## config.mk

```make
export PLATFORM = sky130hd
export DESIGN_NAME = uart_tx_framer
export DESIGN_NICKNAME = d
export VERILOG_FILES = /design/src/rtl/uart_tx_pkg.sv /design/src/rtl/uart_tx_regs.sv /design/src/rtl/uart_tx_buf.sv /design/src/rtl/uart_tx_shift.sv /design/src/rtl/uart_tx_framer.sv
export SDC_FILE = /design/constraint.sdc
export NUM_CORES = 1
export LEC_CHECK = 0
export BUFFER_PORTS_ARGS = -buffer_cell sky130_fd_sc_hd__buf_2
export CAP_MARGIN = 5
export CORE_ASPECT_RATIO = 2
export CORE_MARGIN = 1
export CORE_UTILIZATION = 55
export DETAILED_ROUTE_END_ITERATION = 10
export MAX_ROUTING_LAYER = met4
export PLACE_DENSITY = 0.75
export SLEW_MARGIN = 20
export SYNTH_ARGS = -nofsm -noshare
export SYNTH_HDL_FRONTEND = slang
export SYNTH_SLANG_ARGS = --single-unit
```

## constraint.sdc

```tcl
create_clock -name clk -period 3.7 [get_ports clk]
set_clock_uncertainty 0.1 [all_clocks]
set_input_delay 1.11 -clock clk [delete_from_list [all_inputs] [get_ports clk]]
set_output_delay 1.11 -clock clk [all_outputs]
set_load 0.03 [all_outputs]
```

## src/rtl/uart_tx_pkg.sv

```systemverilog
package uart_tx_pkg;

  // Line-control byte, bit 7 down to bit 0
  typedef struct packed {
    logic       stick;
    logic [1:0] wlen;
    logic       q_en;
    logic       two_stop;
    logic       even;
    logic       par_en;
    logic       spare;
  } lcr_t;

  localparam int FRAME_MAX = 12;

  // Total bits in a frame: start + data + parity + stops
  function automatic logic [3:0] frame_len(lcr_t c);
    return 4'd6 + {2'b00, c.wlen} + {3'b000, c.par_en} + (c.two_stop ? 4'd2 : 4'd1);
  endfunction

  function automatic logic parity_of(logic [7:0] d, lcr_t c);
    logic [7:0] m;
    m = d & (8'hFF >> (2'd3 - c.wlen));
    if (c.stick) return ~c.even;
    return c.even ? ^m : ~^m;
  endfunction

  // Bit 0 goes out first; positions past the frame stay high
  function automatic logic [FRAME_MAX-1:0] build_frame(logic [7:0] d, lcr_t c);
    logic [FRAME_MAX-1:0] f;
    int nd;
    f = '1;
    f[0] = 1'b0;
    nd = 5 + int'(c.wlen);
    for (int i = 0; i < 8; i++)
      if (i < nd) f[1+i] = d[i];
    if (c.par_en) f[1+nd] = parity_of(d, c);
    return f;
  endfunction

endpackage

```

## src/rtl/uart_tx_regs.sv

```systemverilog
module uart_tx_regs
  import uart_tx_pkg::*;
#(
  parameter int DW     = 32,
  parameter int DIVI_W = 16,
  parameter int DIVF_W = 6
) (
  input  logic              clk,
  input  logic              rst_n,
  input  logic              wr_en,
  input  logic [1:0]        addr,
  input  logic [DW-1:0]     wdata,
  output logic [DW-1:0]     rdata,
  output lcr_t              lcr,
  output logic [DIVI_W-1:0] div_int,
  output logic [DIVF_W-1:0] div_frac
);
  logic              lcr_wr;
  logic [DIVI_W-1:0] sh_int;
  logic [DIVF_W-1:0] sh_frac;

  assign lcr_wr = wr_en && addr == 2'd0;

  always_ff @(posedge clk or negedge rst_n) begin
    if (!rst_n) begin
      lcr      <= '0;
      sh_int   <= '0;
      sh_frac  <= '0;
      div_int  <= '0;
      div_frac <= '0;
    end else if (wr_en) begin
      case (addr)
        2'd0: begin
          lcr      <= lcr_t'(wdata[7:0]);
          div_int  <= sh_int;
          div_frac <= sh_frac;
        end
        2'd1: sh_int  <= wdata[DIVI_W-1:0];
        2'd2: sh_frac <= wdata[DIVF_W-1:0];
        default: ;
      endcase
    end
  end

  always_comb begin
    rdata = '0;
    case (addr)
      2'd0: rdata[7:0] = lcr;
      2'd1: rdata[DIVI_W-1:0] = sh_int;
      2'd2: rdata[DIVF_W-1:0] = sh_frac;
      default: ;
    endcase
  end


  div_hold_chk: assert property (@(posedge clk) disable iff (!rst_n)
    !lcr_wr |=> ($stable(div_int) && $stable(div_frac)));

  div_load_chk: assert property (@(posedge clk) disable iff (!rst_n)
    lcr_wr |=> (div_int == $past(sh_int) && div_frac == $past(sh_frac)));

  lcr_hold_chk: assert property (@(posedge clk) disable iff (!rst_n)
    !lcr_wr |=> $stable(lcr));
endmodule

```

## src/rtl/uart_tx_buf.sv

```systemverilog
module uart_tx_buf #(
  parameter int DEPTH = 16,
  parameter int W     = 8
) (
  input  logic         clk,
  input  logic         rst_n,
  input  logic         q_en,
  input  logic         push,
  input  logic [W-1:0] push_data,
  input  logic         pop,
  output logic [W-1:0] pop_data,
  output logic         empty,
  output logic         full
);
  localparam int PW = (DEPTH > 1) ? $clog2(DEPTH) : 1;
  localparam int CW = $clog2(DEPTH + 1);

  logic [W-1:0]  mem [DEPTH];
  logic [PW-1:0] wr_ptr, rd_ptr;
  logic [CW-1:0] count, cap;
  logic          accept, take;

  assign cap      = q_en ? CW'(DEPTH) : CW'(1);
  assign full     = count >= cap;
  assign empty    = count == '0;
  assign accept   = push && !full;
  assign take     = pop && !empty;
  assign pop_data = mem[rd_ptr];

  function automatic logic [PW-1:0] nxt(logic [PW-1:0] p);
    return (p == PW'(DEPTH - 1)) ? '0 : p + PW'(1);
  endfunction

  always_ff @(posedge clk or negedge rst_n) begin
    if (!rst_n) begin
      wr_ptr <= '0;
      rd_ptr <= '0;
      count  <= '0;
    end else begin
      if (accept) wr_ptr <= nxt(wr_ptr);
      if (take)   rd_ptr <= nxt(rd_ptr);
      count <= count + CW'(accept) - CW'(take);
    end
  end

  always_ff @(posedge clk)
    if (accept) mem[wr_ptr] <= push_data;


  count_cap_chk: assert property (@(posedge clk) disable iff (!rst_n)
    count <= CW'(DEPTH));

  drop_full_chk: assert property (@(posedge clk) disable iff (!rst_n)
    (full && push && !pop) |=> ($stable(count) && $stable(wr_ptr)));
endmodule

```

## src/rtl/uart_tx_shift.sv

```systemverilog
module uart_tx_shift
  import uart_tx_pkg::*;
(
  input  logic       clk,
  input  logic       rst_n,
  input  logic       tick,
  input  lcr_t       lcr,
  input  logic       empty,
  input  logic [7:0] byte_in,
  output logic       pop,
  output logic       tx,
  output logic       active
);
  logic [FRAME_MAX-1:0] frame_q;
  logic [3:0]           len_q, idx, tcnt;
  logic                 bit_end, last_bit;

  assign pop      = !active && !empty;
  assign bit_end  = active && tick && tcnt == 4'd15;
  assign last_bit = idx == len_q - 4'd1;
  assign tx       = active ? frame_q[idx] : 1'b1;

  always_ff @(posedge clk or negedge rst_n) begin
    if (!rst_n) begin
      active  <= 1'b0;
      frame_q <= '1;
      len_q   <= 4'd1;
      idx     <= '0;
      tcnt    <= '0;
    end else if (pop) begin
      active  <= 1'b1;
      frame_q <= build_frame(byte_in, lcr);
      len_q   <= frame_len(lcr);
      idx     <= '0;
      tcnt    <= '0;
    end else if (active && tick) begin
      tcnt <= tcnt + 4'd1;
      if (bit_end) begin
        if (last_bit) active <= 1'b0;
        else          idx    <= idx + 4'd1;
      end
    end
  end


  start_low_chk: assert property (@(posedge clk) disable iff (!rst_n)
    $rose(active) |-> !tx);

  idx_range_chk: assert property (@(posedge clk) disable iff (!rst_n)
    active |-> idx < len_q);

  no_tick_hold_chk: assert property (@(posedge clk) disable iff (!rst_n)
    (active && !tick) |=> (active && $stable(idx)));

  fmt_hold_chk: assert property (@(posedge clk) disable iff (!rst_n)
    (active && $past(active)) |-> ($stable(len_q) && $stable(frame_q)));
endmodule

```

## src/rtl/uart_tx_framer.sv

```systemverilog
module uart_tx_framer
  import uart_tx_pkg::*;
#(
  parameter int DEPTH  = 16,
  parameter int DIVI_W = 16,
  parameter int DIVF_W = 6
) (
  input  logic              clk,
  input  logic              rst_n,
  input  logic              wr_en,
  input  logic [1:0]        reg_addr,
  input  logic [31:0]       wr_data,
  output logic [31:0]       rd_data,
  input  logic              push_valid,
  input  logic [7:0]        push_data,
  input  logic              tick16,
  output logic              tx,
  output logic              busy,
  output logic              full,
  output logic [DIVI_W-1:0] div_int,
  output logic [DIVF_W-1:0] div_frac
);
  lcr_t       lcr;
  logic       empty, pop, active;
  logic [7:0] head;

  uart_tx_regs #(.DW(32), .DIVI_W(DIVI_W), .DIVF_W(DIVF_W)) u_regs (
    .clk(clk), .rst_n(rst_n), .wr_en(wr_en), .addr(reg_addr),
    .wdata(wr_data), .rdata(rd_data), .lcr(lcr),
    .div_int(div_int), .div_frac(div_frac)
  );

  uart_tx_buf #(.DEPTH(DEPTH), .W(8)) u_buf (
    .clk(clk), .rst_n(rst_n), .q_en(lcr.q_en), .push(push_valid),
    .push_data(push_data), .pop(pop), .pop_data(head),
    .empty(empty), .full(full)
  );

  uart_tx_shift u_shift (
    .clk(clk), .rst_n(rst_n), .tick(tick16), .lcr(lcr), .empty(empty),
    .byte_in(head), .pop(pop), .tx(tx), .active(active)
  );

  assign busy = active || !empty;


  idle_high_chk: assert property (@(posedge clk) disable iff (!rst_n)
    !busy |-> tx);

  busy_on_wait_chk: assert property (@(posedge clk) disable iff (!rst_n)
    full |-> busy);
endmodule

```

# After elaboration in Yosys (flattened, before gate mapping)
# Memory sizes are Yosys's and may differ from the RTL's.
# Cells that the tools add are included.
[totals]
regBits = 90
mem_bits_rw = 128
inputBits = 47
out_inout_bits = 57
wordCells = 127
n_memories = 1
[op_classes]
add_sub_neg = 13
magnitude_cmp = 12
eq_ne = 7
n_shift = 1
n_mux = 50
bitwise = 2
reduce_logical = 22
[mem_list]
columns = ["memory", "depth", "word_bits", "read_ports", "rd_clocked_by_memory_dff", "write_ports", "line_no", "rtl"]
rows = [
  ["u_buf.mem", 16, 8, 1, 0, 1, "uart_tx_buf.sv:18", "logic [W-1:0] mem [DEPTH];"],
]
[ops]
columns = ["op", "n"]
rows = [
  ["$lt A4 B32 Y1 const A", 4],
  ["$lt A3 B32 Y1 const A", 2],
  ["$mux W1", 33],
  ["$add A2 B32 Y32 const A", 1],
  ["$ge A32 B1 Y1 const B", 1],
  ["$lt A1 B32 Y1 const A", 1],
  ["$lt A2 B32 Y1 const A", 1],
  ["$lt A32 B6 Y1 const B", 1],
  ["$mux W4", 8],
  ["$pmux W6 S3", 1],
  ["$add A4 B1 Y4 const B", 4],
  ["$bwmux W12", 1],
  ["$eq A4 B4 Y1 const B", 3],
  ["$mux W12", 1],
  ["$add A3 B2 Y4 const A", 2],
  ["$and A8 B8 Y8", 1],
  ["$mux W8", 1],
  ["$reduce_xnor A8 Y1", 1],
  ["$reduce_xor A8 Y1", 1],
  ["$shr A8 B2 Y8 const A", 1],
  ["$logic_and A1 B1 Y1", 6],
  ["$reduce_and A2 Y1", 3],
  ["$reduce_and A3 Y1", 2],
  ["$reduce_bool A2 Y1", 3],
  ["other kinds (22)", 24],
]

# Depth between registers and ports, before layout
# Gate-level depths: netlist of run 1.
[depth]
word_depth = 10
mapped_depth = 14
mapped_depth_nobuf = 13

# By module
# Synthesis of run 1 repeated with hierarchy kept, for this count alone.
[hier_totals]
hier_cells = 661
area_unflattened_um2 = 9968.3
[modules_own_cells]
columns = ["module", "n_inst", "cells_each", "area_each_um2"]
rows = [
  ["uart_tx_buf", 1, 336, 6027.0],
  ["uart_tx_regs", 1, 156, 2336.0],
  ["uart_tx_shift", 1, 168, 1599.0],
  ["uart_tx_framer", 1, 1, 6.3],
]

# Worst setup path after synthesis of run 1
# No wires, ideal clock.
[synth_timing]
kind = "input to output"
from = "input port reg_addr[1]"
to = "output port rd_data[0]"
t_arrival_ns = 2.290
required_time_ns = 2.490
setup_slack_ns = 0.200
cell_stages = 3
path_buffers = 1
path_cell_list = "clkbuf_1 -> mux2i_1 -> o21ai_0"
[synth_between]
elab_chain_len = 2
[synth_rtl]
columns = ["item", "line_no", "rtl"]
rows = [
  ["from (decl)", "uart_tx_framer.sv:11", "input logic [1:0] reg_addr,"],
  ["$eq A2 B2 Y1 (tied with other cells)", "uart_tx_regs.sv:47", "case (addr)"],
  ["$pmux W6 S3 *", "uart_tx_regs.sv:47", ""],
  ["to (decl)", "uart_tx_framer.sv:13", "output logic [31:0] rd_data,"],
]
# Every way passes the cells marked *; elsewhere a longest branch is shown, timed or not.

# Worst setup path in the final report of run 1
[layout_timing]
from = "register u_buf.rd_ptr[0]"
to = "register u_shift.frame_q[11]"
[layout_between]
elab_chain_len = 9
[layout_rtl]
columns = ["item", "line_no", "rtl"]
rows = [
  ["from (decl)", "uart_tx_buf.sv:19", "logic [PW-1:0] wr_ptr, rd_ptr;"],
  ["from (signal assigned)", "uart_tx_buf.sv:41", "if (take) rd_ptr <= nxt(rd_ptr);"],
  ["$mem_v2 Z16 W8 *", "-", ""],
  ["$and A8 B8 Y8 *", "uart_tx_pkg.sv:23", "m = d & (8'hFF >> (2'd3 - c.wlen));"],
  ["$reduce_xnor A8 Y1 / $reduce_xor A8 Y1 (equally long branches)", "uart_tx_pkg.sv:25", "return c.even ? ^m : ~^m;"],
  ["$mux W1 * (2 in series)", "uart_tx_pkg.sv:25", ""],
  ["$mux W1 *", "uart_tx_pkg.sv:37", "if (c.par_en) f[1+nd] = parity_of(d, c);"],
  ["$mux W1 *", "uart_tx_shift.sv:30", "end else if (pop) begin"],
  ["$bwmux W12 *", "uart_tx_pkg.sv:37", ""],
  ["$mux W12 *", "uart_tx_pkg.sv:37", ""],
  ["to (signal assigned)", "uart_tx_shift.sv:32", "frame_q <= build_frame(byte_in, lcr);"],
  ["to (decl)", "uart_tx_shift.sv:14", "logic [FRAME_MAX-1:0] frame_q;"],
]
# Every way passes the cells marked *; elsewhere a longest branch is shown, timed or not. The select of a mux whose other input is x is not followed.
# A chain may end at the register's enable or synchronous reset.

==> impl_results.md, run 1 <==
- Async SR Flop Fraction: 41.3%
- Post-synth top area cell: edfxtp_1
- CP Data Required Time: 4.03 ns
- Distinct cells, synth: 54
- Reg2reg setup slack: 0.17 ns
- Register area: 6110 um2
- P_leak: 4.27 nW
- First-pass GRT wire length: 29800 um
- Power density over the cells: 592 nW/um2
- Commonest non-fill, non-tap cell in the layout: edfxtp_1
- R2R cell count: 9
- R2r endpoint: u_shift.frame_q[11]$_DFFE_PN1P_
- Antenna-violating nets left: 0
- Worst skew pair latency: 0.48 ns
- Site Rows: 67
- CTS tree: done
- Initial antenna violation count: 0
- P_sw: 1.91 mW
- RSZ-0062 raised after global routing: false
- Clock tree buffer depth: 3
- MaxCap Viol Count: 0
- CP Capture Type: flip-flop
- Pre-antenna DRT Iters: 4
- Yosys reg bits: 218
- Crit path DAT: 3.86 ns
- Die Span X: 95.2 um
- Synth Cell Area: 9550 um2
- # clock sinks: 218
- Share of cells above drive strength 1: 27.9%
- Period utilization: 95.4%
- Final setup fails: 0
- Pin count of the biggest net entering global routing: 59
- RR Startpoint: u_buf.rd_ptr[0]$_DFFE_PN0P_
- Port Buffers: 71
- Post-synthesis to final-layout area growth: 12.5%
- Flop pwr share: 49.1%
- Final routed DRC violation total: 0
- Crit path kind: reg -> reg
- Fin crit period: 3.53 ns
- Int Power: 4.45 mW
- Clock-pin slew on the worst setup and hold paths: 0.07 ns
- Initial DRC Count: 254
- Worst Hold Slack: 0.381 ns
- Drt total wl: 19000 um
- Initial Util: 56.7%
- Total core area: 16800 um2
- Wire per inst: 20.6 um
- Most frequent cells in the layout: edfxtp_1, dfrtp_1, buf_2, nand2_1, mux4_2
- Clk root buf: clkbuf_16
- DIE HEIGHT: 188 um
- TritonCTS Buffers: 18
- FILL cells: 1215
- HPWL after DPL: 13700 um
- GRT Util Overall: 23.0%
- EDFF count, synth: 128
- Relative slew slack: 47.6%
- Vias in the first global route: 5625
- Synth top area cells: edfxtp_1, dfrtp_1, mux4_2, dfstp_2, mux2_1
- Slew Limit Fails: 0
- Routability cong.: 0.809
- Startpoint type of the worst setup path: flip-flop
- Hold Vio Cnt, Final: 0
- FMAX: 283 MHz
- H-tree depth: 1
- Worst Tran Pin Value: 0.785 ns
- Cts hold-fix bufs: 0
- Min-Delay Path Class: reg -> reg
- Ys flop type: edfxtp_1
- Synth top area share: 40.3%
- Vias/cell: 5.77
- Clock power share: 28.8%
- Post-cts sizing count: 0
- Setup TNS Final: 0 ns
- Layout net count: 775
- Crit-path max FO: 19
- # diodes: 0
- Post-CTS Setup Bufs: 0
- Grt total ovfl: 0
- Sequential-to-total area share from yosys stat: 64.0%
- CP endpoint: u_shift.frame_q[11]$_DFFE_PN1P_
- I/O pin total: 104
- Cell count after synthesis: 619
- Start point of the critical path: u_buf.rd_ptr[0]$_DFFE_PN0P_
- VDD IR-drop max: 437 uV
- Sw Share: 30.0%
- Ys Warns: 0
- Total number of vias: 5327
- Combinational Power Share: 22.1%
- Outcome: completed
- Final core occ: 63.7%
- Multi-input combinational cell area: 3150 um2
- Overall die area: 17900 um2
- Syn Area/Cell: 15.4 um2
## how the worst min path moves through the flow
stage	startpoint	endpoint	slack [ns]	cells after the start
6_report	u_regs.div_int[0]$_DFFE_PN0P_	u_regs.div_int[0]$_DFFE_PN0P_	0.38	1
5_1_grt	u_regs.div_frac[4]$_DFFE_PN0P_	u_regs.div_frac[4]$_DFFE_PN0P_	0.41	1
4_1_cts	u_regs.div_frac[4]$_DFFE_PN0P_	u_regs.div_frac[4]$_DFFE_PN0P_	0.38	1
3_5_place_dp	u_regs.div_int[0]$_DFFE_PN0P_	u_regs.div_int[0]$_DFFE_PN0P_	0.37	1
3_3_place_gp	u_shift.frame_q[3]$_DFFE_PN1P_	u_shift.frame_q[3]$_DFFE_PN1P_	0.35	2
2_1_floorplan	u_shift.frame_q[3]$_DFFE_PN1P_	u_shift.frame_q[3]$_DFFE_PN1P_	0.34	2
## metal layers
metal	global-route usage [%]	part of all wire, %	vias to the layer above
li1	-	-	2437
met1	23.1	34	2699
met2	42.6	58	140
met3	2.62	3.7	51
met4	10.8	4.6	0
met5	-	0	-
## area by class of cell
type / count / area share [%]
Clock buffer: 21 / 4.50
Sequential cell: 218 / 56.9
Multi-Input combinational cell: 349 / 29.3
Clock inverter: 11 / 0.757
Tap cell: 207 / 2.41
Inverter: 24 / 0.839
Timing Repair Buffer: 93 / 5.22
## kinds of logic after synthesis
| group | Yosys count | synth area share, % |
|---|---|---|
| AOI/OAI and AO/OA | 56 | 3.88 |
| xor gates and xnor gates | 22 | 2.31 |
| adders and majority gates | 24 | 3.30 |
| buffers and inverters | 67 | 3.63 |
| DFF | 218 | 64.0 |
| muxes | 107 | 16.4 |
| other | 1 | 0.0393 |
| and+or+nand+nor | 124 | 6.39 |
## stage by stage
step                setup slack [ns]  instances  total power, mW  instance area, um2
floorplan                      0.200        634             4.14                9610
global route                 0.00121        923             6.67               10700
detailed placement             0.148        891             4.58               10200
CTS                            0.117        923             6.41               10700
global placement               0.277        891             4.48               10200
finish                         0.168        923             6.36               10700
## cell usage after synthesis (5+ instances only)
cell and instances:
a21oi_1 6, and2_1 19, and3_1 5, buf_4 18, clkbuf_1 18, dfrtp_1 77
dfstp_2 13, edfxtp_1 128, ha_1 22, inv_1 18, mux2_1 26, mux2_2 23
mux2i_1 23, mux4_2 35, nand2_1 42, nand3_1 6, nor2_1 27, nor3_1 5
o21ai_0 19, xnor2_1 14, xor2_1 6
## state kept, by name (all words and copies together), names as in the netlist
register and flops:
u_buf.mem 128, u_regs.div_int 16, u_regs.sh_int 16, u_shift.frame_q 12, u_regs.lcr 8, u_regs.div_frac 6
u_regs.sh_frac 6, u_buf.count 5, u_buf.rd_ptr 4, u_buf.wr_ptr 4, u_shift.idx 4, u_shift.len_q 4
u_shift.tcnt 4, u_shift.active 1
## worst max-delay path, stage by stage (launching register included)
cell     delay [ns]
dfrtp_2        0.60
buf_12         0.24
mux4_2         0.54
mux4_2         0.54
xnor2_1        0.15
nor2_1         0.10
xnor3_1        0.48
o21a_1         0.25
nor2_2         0.25
o32a_1         0.21
## power groups by stage
stage | Clock (mW) | Sequential (mW) | Combinational [mW]
global route | 1.97 | 3.16 | 1.54
global placement | 0 | 3.15 | 1.34
finish | 1.83 | 3.12 | 1.41
CTS | 1.87 | 3.12 | 1.42
floorplan | 0 | 3.23 | 0.911
detailed placement | 0 | 3.17 | 1.41
No activity file was read; power rests on OpenSTA's default activity.
==> run 2, diff against run 1 <==
--- a/constraint.sdc
+++ b/constraint.sdc
@@ -4,2 +4,2 @@
 set_output_delay 1.11 -clock clk [all_outputs]
-set_load 0.03 [all_outputs]
+set_load 0.005 [all_outputs]
==> impl_results.md, run 2 (synthesis results as in run 1) <==
- Outcome: completed (unchanged)
- Wire per inst: 21.0 um (was 20.6 um)
- Cts hold-fix bufs: 0 (unchanged)
- Crit path DAT: 3.85 ns (was 3.86 ns)
- R2r endpoint: u_shift.frame_q[11]$_DFFE_PN1P_ (unchanged)
- Worst Tran Pin Value: 0.757 ns (was 0.785 ns)
- Hold path endpoint: u_shift.frame_q[3]$_DFFE_PN1P_ (was u_regs.div_int[0]$_DFFE_PN0P_)
- Vias/cell: 5.88 (was 5.77)
- Fin crit period: 3.54 ns (was 3.53 ns)
- R2R cell count: 9 (unchanged)
- Max FFs per register: 128 (unchanged)
- CTS tree: done (unchanged)
- Vias in the first global route: 5832 (was 5625)
- GRT Util Overall: 23.7% (was 23.0%)
- Layout net count: 775 (unchanged)
- Final setup fails: 0 (unchanged)
- Startpoint type of the worst setup path: flip-flop (unchanged)
- Slew Limit Fails: 0 (unchanged)
- Clock-pin slew on the worst setup and hold paths: 0.07 ns (about the same)
- Most flop-heavy register: u_buf.mem (unchanged)
- Antenna-violating nets left: 0 (unchanged)
- Worst hold start: u_shift.frame_q[3]$_DFFE_PN1P_ (was u_regs.div_int[0]$_DFFE_PN0P_)
- # clock sinks: 218 (unchanged)
- RSZ-0062 raised after global routing: false (unchanged)
- Most frequent cells in the layout: edfxtp_1, dfrtp_1, buf_2, nand2_1, mux4_2 (unchanged)
- FILL cells: 1205 (was 1215)
- Post-cts sizing count: 0 (unchanged)
- Worst skew pair latency: 0.49 ns (was 0.48 ns)
- Relative slew slack: 49.4% (was 47.6%)
- I/O pin total: 104 (unchanged)
- Clk root buf: clkbuf_16 (unchanged)
- Crit-path max FO: 29 (was 19)
- Final core occ: 64.0% (was 63.7%)
- # diodes: 0 (unchanged)
- Pre-antenna DRT Iters: 4 (unchanged)
- Reg2reg setup slack: 0.16 ns (was 0.17 ns)
- Commonest non-fill, non-tap cell in the layout: edfxtp_1 (unchanged)
- Setup TNS Final: 0 ns (unchanged)
- P_leak: 4.29 nW (was 4.27 nW)
- Drt total wl: 19400 um (was 19000 um)
- Initial antenna violation count: 0 (unchanged)
- Die Span X: 95.2 um (unchanged)
- First-pass GRT wire length: 30600 um (was 29800 um)
- Post-Place Worst Slack: 0.150 ns (was 0.148 ns)
- Clock tree buffer depth: 3 (unchanged)
- Power density over the cells: 579 nW/um2 (was 592 nW/um2)
- Total number of vias: 5428 (was 5327)
- Slowest CP cell: dfrtp_2 (unchanged)
- Period utilization: 95.6% (was 95.4%)
- HPWL after DPL: 13800 um (was 13700 um)
- RR Startpoint: u_buf.rd_ptr[0]$_DFFE_PN0P_ (unchanged)
- Grt total ovfl: 0 (unchanged)
- Initial DRC Count: 229 (was 254)
- H-tree depth: 1 (unchanged)
- DIE HEIGHT: 188 um (unchanged)
- Site Rows: 67 (unchanged)
- Top cell by count, worst path: mux4_2 (unchanged)
- CP Data Required Time: 4.02 ns (was 4.03 ns)
- TritonCTS Buffers: 19 (was 18)
- Post-CTS Setup Bufs: 0 (unchanged)
- MaxCap Viol Count: 0 (unchanged)
- Top Registers: u_buf.mem (128), u_regs.div_int (16), u_regs.sh_int (16) (unchanged)
- Share of cells above drive strength 1: 27.9% (unchanged)
- Final routed DRC violation total: 0 (unchanged)
- Crit-path cells: buf_12 -> mux4_2 -> mux4_2 -> xnor2_1 -> nor2_1 -> xnor3_1 -> nor3_4 -> nor2_2 -> o32a_1 (was buf_12 -> mux4_2 -> mux4_2 -> xnor2_1 -> nor2_1 -> xnor3_1 -> o21a_1 -> nor2_2 -> o32a_1)
- CP Capture Type: flip-flop (unchanged)
- Pin count of the biggest net entering global routing: 51 (was 59)
- Initial Util: 56.7% (unchanged)
- Hold depth: 2 (was 1)
- CP max stage delay: 0.59 ns (was 0.60 ns)
- VDD IR-drop max: 397 uV (was 437 uV)
- Final worst setup slack: 0.164 ns (was 0.168 ns)
- Overall die area: 17900 um2 (unchanged)
- Total core area: 16800 um2 (unchanged)
- Hold Vio Cnt, Final: 0 (unchanged)
- FMAX: 283 MHz (about the same)
- Port Buffers: 71 (unchanged)
- Crit path kind: reg -> reg (unchanged)
- Post-synthesis to final-layout area growth: 12.9% (was 12.5%)
- Min-Delay Path Class: reg -> reg (unchanged)
- Routability cong.: 0.808 (was 0.809)
[run 2: cell count changes in the layout (fill, tap and decap cells not counted), sizes merged]
| cell | before | now |
|---|---|---|
| buf | 93 | 92 |
| clkinvlp | 3 | 1 |
| bufinv | 1 | 2 |
| clkinv | 7 | 8 |
| clkbuf | 21 | 22 |
[run 2: worst max-delay path by stage]
stage	end	slack, ns	cells after the start	from
floorplan	u_shift.frame_q[11]$_DFFE_PN1P_	0.56	10	u_buf.rd_ptr[0]$_DFFE_PN0P_
global placement	u_shift.frame_q[11]$_DFFE_PN1P_	0.21	9	u_buf.rd_ptr[0]$_DFFE_PN0P_
detailed placement	u_shift.frame_q[11]$_DFFE_PN1P_	0.15	9	u_buf.rd_ptr[0]$_DFFE_PN0P_
CTS	u_shift.frame_q[11]$_DFFE_PN1P_	0.12	9	u_buf.rd_ptr[0]$_DFFE_PN0P_
global route	u_shift.frame_q[11]$_DFFE_PN1P_	0.02	9	u_buf.rd_ptr[0]$_DFFE_PN0P_
finish	u_shift.frame_q[11]$_DFFE_PN1P_	0.16	9	u_buf.rd_ptr[0]$_DFFE_PN0P_
[run 2: final cells by class]
cell class	count	area (um2)	share of cell area [%]
clock buffers	22	487	4.52
clock inverters	11	123	1.14
inverters	24	90.1	0.836
multi-input cells	349	3150	29.2
flip-flops and latches	218	6110	56.7
well taps	207	259	2.40
repair buffers	92	553	5.13
[run 2: stage by stage]
stage / instances / hold slack, ns / cell area (um2) / total power, mW
3_3_place_gp: 890 / 0.349 / 10200 / 4.25
6_report: 923 / 0.369 / 10800 / 6.24
4_1_cts: 923 / 0.373 / 10800 / 6.31
3_5_place_dp: 890 / 0.360 / 10200 / 4.34
5_1_grt: 923 / 0.403 / 10800 / 6.57
2_1_floorplan: 634 / 0.337 / 9610 / 3.91
[run 2: power by group]
part	leakage (nW)	internal (mW)	switching, mW
combinational	1.78	0.540	0.609
clock	0.296	1.10	0.870
sequential	2.21	2.89	0.229
[run 2: layer usage]
layer | track usage [%] | wire length (um) | up-vias
li1 | - | - | 2437
met1 | 22.7 | 6400 | 2788
met2 | 45.7 | 11500 | 158
met3 | 2.34 | 734 | 45
met4 | 9.91 | 716 | 0
met5 | - | 0 | -
[run 2: critical path: cells and delay by family, from the launching register on]
family | cells | cell delay [ns]
and+or+nand+nor | 3 | 0.39
DFF | 1 | 0.59
buffers and inverters | 1 | 0.28
AOI/OAI and AO/OA | 1 | 0.35
xor gates and xnor gates | 2 | 0.63
muxes | 2 | 1.10
==> run 3, diff against run 2 <==
clock period = 4.1 ns   (was 3.7 ns; I/O delays follow)
==> impl_results.md, run 3 (synthesis results as in run 1) <==
- Die Span X: 95.2 um (unchanged)
- Crit path kind: reg -> reg (unchanged)
- Period utilization: 88.4% (was 95.6%)
- P_leak: 4.31 nW (was 4.29 nW)
- Worst skew pair latency: 0.49 ns (about the same)
- Commonest non-fill, non-tap cell in the layout: edfxtp_1 (unchanged)
- Hold Vio Cnt, Final: 0 (unchanged)
- Most frequent cells in the layout: edfxtp_1, dfrtp_1, buf_2, nand2_1, mux4_2 (unchanged)
- H-tree depth: 1 (unchanged)
- Total power: 5.79 mW (was 6.24 mW)
- Clock-pin slew on the worst setup and hold paths: 0.07 ns (about the same)
- Initial antenna violation count: 0 (unchanged)
- Vias in the first global route: 5585 (was 5832)
- Total core area: 16800 um2 (unchanged)
- Power density over the cells: 535 nW/um2 (was 579 nW/um2)
- Placed instance area: 10100 um2 (was 10200 um2)
- Pin count of the biggest net entering global routing: 84 (was 51)
- Drt total wl: 18900 um (was 19400 um)
- Setup TNS Final: 0 ns (unchanged)
- CP Capture Type: flip-flop (unchanged)
- GRT Util Overall: 22.8% (was 23.7%)
- RSZ-0062 raised after global routing: false (unchanged)
- Top Registers: u_buf.mem (128), u_regs.div_int (16), u_regs.sh_int (16) (unchanged)
- CP Data Required Time: 4.42 ns (was 4.02 ns)
- FILL cells: 1184 (was 1205)
- Clock tree buffer depth: 3 (unchanged)
- # clock sinks: 218 (unchanged)
- HPWL after DPL: 13400 um (was 13800 um)
- TritonCTS Buffers: 18 (was 19)
- Wire per inst: 20.5 um (was 21.0 um)
- Max FFs per register: 128 (unchanged)
- # placed instances: 888 (was 890)
- Routability cong.: 0.851 (was 0.808)
- Pre-antenna DRT Iters: 5 (was 4)
- Min-Delay Path Class: reg -> reg (unchanged)
- Final instance area: 10800 um2 (about the same)
- FMAX: 276 MHz (was 283 MHz)
- VDD IR-drop max: 278 uV (was 397 uV)
- Startpoint type of the worst setup path: flip-flop (unchanged)
- I/O pin total: 104 (unchanged)
- Overall die area: 17900 um2 (unchanged)
- Cell Count, Final, Fillers Out: 920 (was 923)
- Post-cts sizing count: 0 (unchanged)
- Most flop-heavy register: u_buf.mem (unchanged)
- Reg2reg setup slack: 0.48 ns (was 0.16 ns)
- Site Rows: 67 (unchanged)
- # diodes: 0 (unchanged)
- Outcome: completed (unchanged)
- DIE HEIGHT: 188 um (unchanged)
- Cts hold-fix bufs: 0 (unchanged)
- Crit path DAT: 3.94 ns (was 3.85 ns)
- MaxCap Viol Count: 0 (unchanged)
- Fin crit period: 3.62 ns (was 3.54 ns)
- Vias/cell: 5.82 (was 5.88)
- Worst Tran Pin Value: 0.792 ns (was 0.757 ns)
- Slew Limit Fails: 0 (unchanged)
- Final setup fails: 0 (unchanged)
- Antenna-violating nets left: 0 (unchanged)
- Crit-path max FO: 25 (was 29)
- Initial DRC Count: 276 (was 229)
- Grt total ovfl: 0 (unchanged)
- First-pass GRT wire length: 29600 um (was 30600 um)
- Post-synthesis to final-layout area growth: 13.3% (was 12.9%)
- Initial Util: 56.7% (unchanged)
- Relative slew slack: 47.1% (was 49.4%)
- Port Buffers: 71 (unchanged)
- CTS tree: done (unchanged)
- Clk root buf: clkbuf_16 (unchanged)
- Final routed DRC violation total: 0 (unchanged)
- Total number of vias: 5352 (was 5428)
- Share of cells above drive strength 1: 28.1% (was 27.9%)
- Post-CTS Setup Bufs: 0 (unchanged)
- Layout net count: 772 (was 775)
==> run 3: critical path, stage by stage, from the launching register on <==
cell	delay (ns)
dfrtp_2	0.51
buf_12	0.25
mux4_2	0.52
mux4_2	0.53
xor2_1	0.19
xnor3_1	0.31
xnor3_1	0.43
o21a_1	0.25
o2111ai_1	0.28
a22o_1	0.17
==> run 3: final timing paths <==
path / start / end / depth (start not counted)
worst max-delay path: u_buf.rd_ptr[0]$_DFFE_PN0P_ / u_shift.frame_q[7]$_DFFE_PN1P_ / 9
worst min-delay path: u_regs.div_int[2]$_DFFE_PN0P_ / u_regs.div_int[2]$_DFFE_PN0P_ / 1
worst max register to register: u_buf.rd_ptr[0]$_DFFE_PN0P_ / u_shift.frame_q[7]$_DFFE_PN1P_ / 9
worst min register to register: u_regs.div_int[2]$_DFFE_PN0P_ / u_regs.div_int[2]$_DFFE_PN0P_ / 1
max in group asynchronous: rst_n / u_shift.frame_q[4]$_DFFE_PN1P_ / 2
min in group asynchronous: rst_n / u_shift.tcnt[3]$_DFFE_PN0P_ / 1
==> run 3: final cells by class <==
class,count,area (um2),share of cell area [%]
clock inverters,12,194,1.79
inverters,24,90.1,0.833
flip-flops and latches,218,6110,56.5
multi-input cells,349,3150,29.1
clock buffers,20,479,4.43
well taps,207,259,2.39
repair buffers,90,529,4.89
==> run 3: per-layer routing <==
metal,wire length (um),up-vias,part of all wire (%),GRT usage (%)
met1,6450,2700,34,23.3
met5,0,-,0,-
met2,10900,171,58,42.1
met4,836,0,4.4,10.1
met3,698,51,3.7,2.46
li1,-,2430,-,-
==> run 3: per-stage QoR <==
| step | utilization (%) | hold WS [ns] | worst slack, ns |
|---|---|---|---|
| 2_1_floorplan | - | 0.337 | 0.871 |
| 3_3_place_gp | 60.2 | 0.351 | 0.578 |
| 3_5_place_dp | 60.2 | 0.371 | 0.477 |
| 4_1_cts | 64.2 | 0.386 | 0.468 |
| 5_1_grt | 64.2 | 0.404 | 0.365 |
| 6_report | 64.2 | 0.380 | 0.477 |
==> run 3: report_power, final <==
group	switching (mW)	internal, mW	leakage (nW)
clock	0.765	1.17	0.324
sequential	0.207	2.61	2.21
combinational	0.549	0.488	1.78
total	1.52	4.27	4.31
